File: src/rtl/fc_pkg.sv
package fc_pkg;
    typedef enum logic [0:0] {
        ST_RUN  = 1'b0,
        ST_HALT = 1'b1
    } fc_state_e;
endpackage

File: src/rtl/fc_group_dec.sv
// Decodes one group of K cells: which bit it carries, whether it is live,
// whether it is blank, and the parity of its charge.
module fc_group_dec #(
    parameter int K  = 4,
    parameter int Q  = 4,
    parameter int LW = $clog2(Q),
    parameter int BW = $clog2(K)
) (
    input  logic [K*LW-1:0] lvl,
    output logic            live,
    output logic            blank,
    output logic [BW-1:0]   owner,
    output logic            par
);
    localparam logic [LW-1:0] TOP = LW'(Q - 1);

    logic has_zero, all_zero, all_full;

    always_comb begin
        has_zero = 1'b0;
        all_zero = 1'b1;
        all_full = 1'b1;
        par      = 1'b0;
        owner    = '0;
        for (int i = 0; i < K; i++) begin
            if (lvl[i*LW +: LW] == '0) has_zero = 1'b1;
            else                       all_zero = 1'b0;
            if (lvl[i*LW +: LW] != TOP) all_full = 1'b0;
            par = par ^ lvl[i*LW];
        end
        // Fill front: a zero cell followed by a charged one, or, when no
        // cell is empty, the only non-full cell; the bit sits just past it.
        for (int i = 0; i < K; i++) begin
            if (has_zero) begin
                if (lvl[i*LW +: LW] == '0 && lvl[((i + 1) % K)*LW +: LW] != '0)
                    owner = BW'((i + 1) % K);
            end else if (lvl[i*LW +: LW] != TOP) begin
                owner = BW'((i + 1) % K);
            end
        end
    end

    assign live  = !all_zero && !all_full;
    assign blank = all_zero;
endmodule

File: src/rtl/fc_update_plan.sv
// Works out the cell bank after toggling one bit, or flags that it cannot.
module fc_update_plan #(
    parameter int K  = 4,
    parameter int G  = 4,
    parameter int Q  = 4,
    parameter int LW = $clog2(Q),
    parameter int BW = $clog2(K)
) (
    input  logic [G*K*LW-1:0] cells,
    input  logic [G-1:0]      live,
    input  logic [G-1:0]      blank,
    input  logic [G*BW-1:0]   owners,
    input  logic [BW-1:0]     sel,
    output logic [G*K*LW-1:0] cells_next,
    output logic              reject
);
    localparam int            GL  = K * LW;
    localparam logic [LW-1:0] TOP = LW'(Q - 1);

    logic          act_hit, free_hit, pos_hit;
    int            act_g, free_g, pos, tgt;
    logic [GL-1:0] grp;

    always_comb begin
        act_hit  = 1'b0;
        act_g    = 0;
        free_hit = 1'b0;
        free_g   = 0;
        for (int g = 0; g < G; g++) begin
            if (!act_hit && live[g] && owners[g*BW +: BW] == sel) begin
                act_hit = 1'b1;
                act_g   = g;
            end
        end
        for (int g = 0; g < G; g++) begin
            if (!free_hit && blank[g]) begin
                free_hit = 1'b1;
                free_g   = g;
            end
        end
        grp     = cells[act_g*GL +: GL];
        pos_hit = 1'b0;
        pos     = 0;
        for (int i = 0; i < K; i++) begin
            if (!pos_hit && grp[((int'(sel) + i) % K)*LW +: LW] != TOP) begin
                pos_hit = 1'b1;
                pos     = (int'(sel) + i) % K;
            end
        end
        cells_next = cells;
        reject     = 1'b0;
        tgt        = 0;
        if (act_hit) begin
            tgt = act_g * K + pos;
            cells_next[tgt*LW +: LW] = cells[tgt*LW +: LW] + LW'(1);
        end else if (free_hit) begin
            tgt = free_g * K + int'(sel);
            cells_next[tgt*LW +: LW] = LW'(1);
        end else begin
            reject = 1'b1;
        end
    end
endmodule

File: src/rtl/fc_engine.sv
module fc_engine
    import fc_pkg::*;
#(
    parameter int K = 4,
    parameter int G = 4,
    parameter int Q = 4
) (
    input  logic                 clk,
    input  logic                 rst_n,
    input  logic                 erase,
    input  logic                 upd_valid,
    output logic                 upd_ready,
    input  logic [$clog2(K)-1:0] upd_bit,
    output logic [K-1:0]         rd_bits,
    output logic                 reset_needed
);
    localparam int LW = $clog2(Q);
    localparam int BW = $clog2(K);
    localparam int GL = K * LW;
    localparam int NL = G * GL;

    fc_state_e       state_q, state_d;
    logic [NL-1:0]   cells_q, cells_d;
    logic [G-1:0]    g_live, g_blank, g_par;
    logic [G*BW-1:0] g_owner;
    logic            reject, fire;

    for (genvar g = 0; g < G; g++) begin : g_dec
        fc_group_dec #(.K(K), .Q(Q), .LW(LW), .BW(BW)) u_dec (
            .lvl   (cells_q[g*GL +: GL]),
            .live  (g_live[g]),
            .blank (g_blank[g]),
            .owner (g_owner[g*BW +: BW]),
            .par   (g_par[g])
        );
    end

    fc_update_plan #(.K(K), .G(G), .Q(Q), .LW(LW), .BW(BW)) u_plan (
        .cells      (cells_q),
        .live       (g_live),
        .blank      (g_blank),
        .owners     (g_owner),
        .sel        (upd_bit),
        .cells_next (cells_d),
        .reject     (reject)
    );

    always_comb begin
        rd_bits = '0;
        for (int j = 0; j < K; j++) begin
            for (int g = 0; g < G; g++) begin
                if (g_live[g] && g_owner[g*BW +: BW] == BW'(j))
                    rd_bits[j] = rd_bits[j] | g_par[g];
            end
        end
    end

    // Outputs of the state machine
    always_comb begin
        upd_ready    = 1'b0;
        reset_needed = 1'b0;
        unique case (state_q)
            ST_RUN:  upd_ready    = !erase;
            ST_HALT: reset_needed = 1'b1;
            default: ;
        endcase
    end

    assign fire = upd_valid && upd_ready;

    // Transitions: T_REJECT and T_ERASE
    always_comb begin
        state_d = state_q;
        unique case (state_q)
            ST_RUN:  if (fire && reject) state_d = ST_HALT;
            ST_HALT: if (erase)          state_d = ST_RUN;
            default: state_d = ST_RUN;
        endcase
    end

    always_ff @(posedge clk or negedge rst_n) begin
        if (!rst_n) state_q <= ST_RUN;
        else        state_q <= state_d;
    end

    always_ff @(posedge clk or negedge rst_n) begin
        if (!rst_n)                cells_q <= '0;
        else if (erase)            cells_q <= '0;
        else if (fire && !reject)  cells_q <= cells_d;
    end
endmodule

File: config.mk
export PLATFORM = sky130hd
export DESIGN_NAME = fc_engine
export DESIGN_NICKNAME = d
export VERILOG_FILES = /design/src/rtl/fc_pkg.sv /design/src/rtl/fc_group_dec.sv /design/src/rtl/fc_update_plan.sv /design/src/rtl/fc_engine.sv
export SDC_FILE = /design/constraint.sdc
export NUM_CORES = 1
export LEC_CHECK = 0
export ABC_AREA = 1
export CORE_UTILIZATION = 45
export CTS_CLUSTER_DIAMETER = 100
export CTS_CLUSTER_SIZE = 28
export DETAILED_ROUTE_END_ITERATION = 12
export PLACE_DENSITY_LB_ADDON = 0.3
export REMOVE_ABC_BUFFERS = 1
export SLEW_MARGIN = 30
export SYNTH_ARGS = -nofsm -noshare
export SYNTH_HDL_FRONTEND = slang
export SYNTH_SLANG_ARGS = --single-unit
File: constraint.sdc
create_clock -name clk -period 4.85 [get_ports clk]
set_clock_uncertainty 0.2 [all_clocks]
set_input_delay 0.485 -clock clk [delete_from_list [all_inputs] [get_ports clk]]
set_output_delay 0.485 -clock clk [all_outputs]
set_load 0.03 [all_outputs]
==> out/metrics.yaml <==
place:
  dpl_cell_area_sq_um: 4965
  port_buffers: 11
  dp_hpwl_microns: 12510
  globalplace.congestion: 1.079
grt:
  grt_pass1_wl_microns: 24290
  grt_max_degree: 34
  overflow: 0
  antenna_found_initial: 0
  grt_pass1_vias: 4750
  grt.total_usage_pct: 30.60
run:
  maxCapViolCount: 0
setup_path:
  path_class: "flop to flop"
  slowest_delay_ns: 0.42
  end_kind: "flop"
  cp.required_ns: 4.87
  cp-startpoint: "cells_q[24]$_DFFE_PN0P_"
  r2r-start: "cells_q[24]$_DFFE_PN0P_"
  crit_buf_inv: 5
  r2r_end: "cells_q[11]$_DFFE_PN0P_"
  cp_slowest_cell: "dfrtp_2"
  cp-start-kind: "flop"
  reg2reg_depth: 34
  worstPathArrival_ns: 4.60
  cp.depth: 34
  path_common_cell: "nand2_1"
  worstSetupEndpoint: "cells_q[11]$_DFFE_PN0P_"
  critPathTopFamily: "simple AND/OR/NAND/NOR gates"
  worstPathMaxFanout: 13
  r2r_setup_slack_ns: 0.27
synth:
  synthTopCellsByArea: "nand2_1 18%, dfrtp_1 18%, nand3_1 12%"
  synth-edff-count: 0
  ys_seq_area_share_pct: 18.20
  synth_top_area_cell: "nand2_1"
  yosys_warnings: 0
  syn_area_sq_um: 4538
  synth_top_area_share_pct: 18.36
  yosys.cell_types.count: 49
  synth_most_common_cell: "nand2_1"
  async_reset_ff_share_pct: 100.0
  ys_ff_latch: 33
  ys.flop_type: "dfrtp_1"
  syn_avg_cell_area_sq_um: 5.803
  netlist_top_cells_count: "222 x nand2_1, 107 x nand3_1, 94 x inv_1"
  netlist_instances: 782
die:
  die_area_sq_um: 10490
  rows: 36
  design.core.area_sq_um: 9774
  die_y_microns: 102.4
  start_util_pct: 46.43
  die_x_microns: 102.4
  ios: 12
clocking:
  cts-root-buf: "clkbuf_8"
  cts_sinks: 33
  cts_tree: "done"
  cts_buffer_depth: 2
  cts_made_buffers: 5
  holdBufCountCts: 0
  cts.htree.levels: 2
  cts.clk_slew.worst_paths_ns: 0.07
  clk_latency_ns: 0.29
timing:
  hold_viol: 0
  worst_pin_slew_ns: 0.5692
  period_needed_ns: 4.579
  fmaxAchievable_mhz: 218.4
  rsz0062_at_grt: "yes"
  fin_crit_sh_pct: 94.42
  drv_slew: 0
  setup_viol: 0
  maxSlewHeadroom_pct: 61.56
  hold_ws_ns: 0.3593
  tns_ns: 0
hold_path:
  whs_path_depth: 2
  hold_path_class: "flop to flop"
route:
  ant_nets: 0
  dr.pass1.iters: 7
  drtIter0Drc: 392
  vias_per_cell: 5.627
  vias: 5424
  drc: 0
  wl_microns: 15920
  drt-wirelength-per-cell_microns: 16.51
final_layout:
  syn_to_final_growth_pct: 19.63
  final_core_util_pct: 55.54
  drive_gt1_share_pct: 25.15
  final_area_sq_um: 5429
  diodes: 0
  finalNetCount: 844
outcome:
  status: "finished clean"
## kinds of logic (layout without fill, tap and decap cells)
family                   count (synthesis)  after routing  synth area share (%)
AO/OA/AOI/OAI                           66             66                 9.981
XOR/XNOR                                12             12                 2.316
adder cells (fa/ha/maj)                  7              7                 1.930
buffers and inverters                  136            184                 12.10
flip-flops                              33             33                 18.20
AND/OR/NAND/NOR                        528            529                 55.47
## flip-flops by register name, summed over array words and instances, names as in the netlist
signal	count
cells_q	32
state_q	1
## metrics by stage
step                      setup WS, ns  cells
after detailed placement       0.07765    942
after CTS                      0.09380    949
after global placement          0.1486    942
after global routing           -0.1056    964
after floorplan                0.06340    764
final                           0.2705    964
## per-layer routing
metal,routed length (microns),vias up,GRT usage (%),part of all wire (%)
met5,0,-,0,0
met4,667,0,12.42,4.2
met3,1162,50,3.899,7.3
met2,7304,265,50.51,46
met1,6781,2478,40.26,43
li1,-,2631,-,-
## final cells by class
cell class,instances,area [sq um]
Fill cell,990,4345
Multi-Input combinational cell,614,3386
Sequential cell,33,850.8
Timing Repair Buffer,59,483.0
Inverter,118,456.7
Tap cell,133,166.4
Clock buffer,7,86.33
## worst min-delay path by stage
stage | startpoint | to
finish | cells_q[15]$_DFFE_PN0P_ | cells_q[15]$_DFFE_PN0P_
global route | cells_q[25]$_DFFE_PN0P_ | cells_q[25]$_DFFE_PN0P_
CTS | cells_q[15]$_DFFE_PN0P_ | cells_q[15]$_DFFE_PN0P_
detailed placement | cells_q[15]$_DFFE_PN0P_ | cells_q[15]$_DFFE_PN0P_
global placement | cells_q[15]$_DFFE_PN0P_ | cells_q[15]$_DFFE_PN0P_
floorplan | rst_n | cells_q[0]$_DFFE_PN0P_
## worst reg2reg max path, delay by kind of cell (launching register included)
kind / cells / cell delay, ns
flops: 1 / 0.42
compound gates: 1 / 0.18
simple gates: 27 / 2.96
fa+ha+maj: 1 / 0.17
buf+inv: 5 / 0.59
## cell usage in the layout, fill, tap and decap left out, types with 11 or more instances in the layout
cell type	Yosys	routed
inv_1	94	92
clkdlybuf4s50_1	0	11
nor2_4	9	16
nand3_2	9	13
inv_2	19	18
dfrtp_1	33	13
nand3_1	107	102
nand2_2	21	25
buf_4	2	47
nand2_1	222	216
nor2_1	89	74
dfrtp_2	0	20
nor2_2	13	21
nand4_1	25	25
## timing repair
action / in CTS / in global routing
gates resized for setup: 0 / 79
setup buffers: 0 / 14
endpoints found under the setup margin: 0 / 32
Power is not shown: default switching activity piles up to over one toggle a cycle in this logic, so the estimate is an artifact.
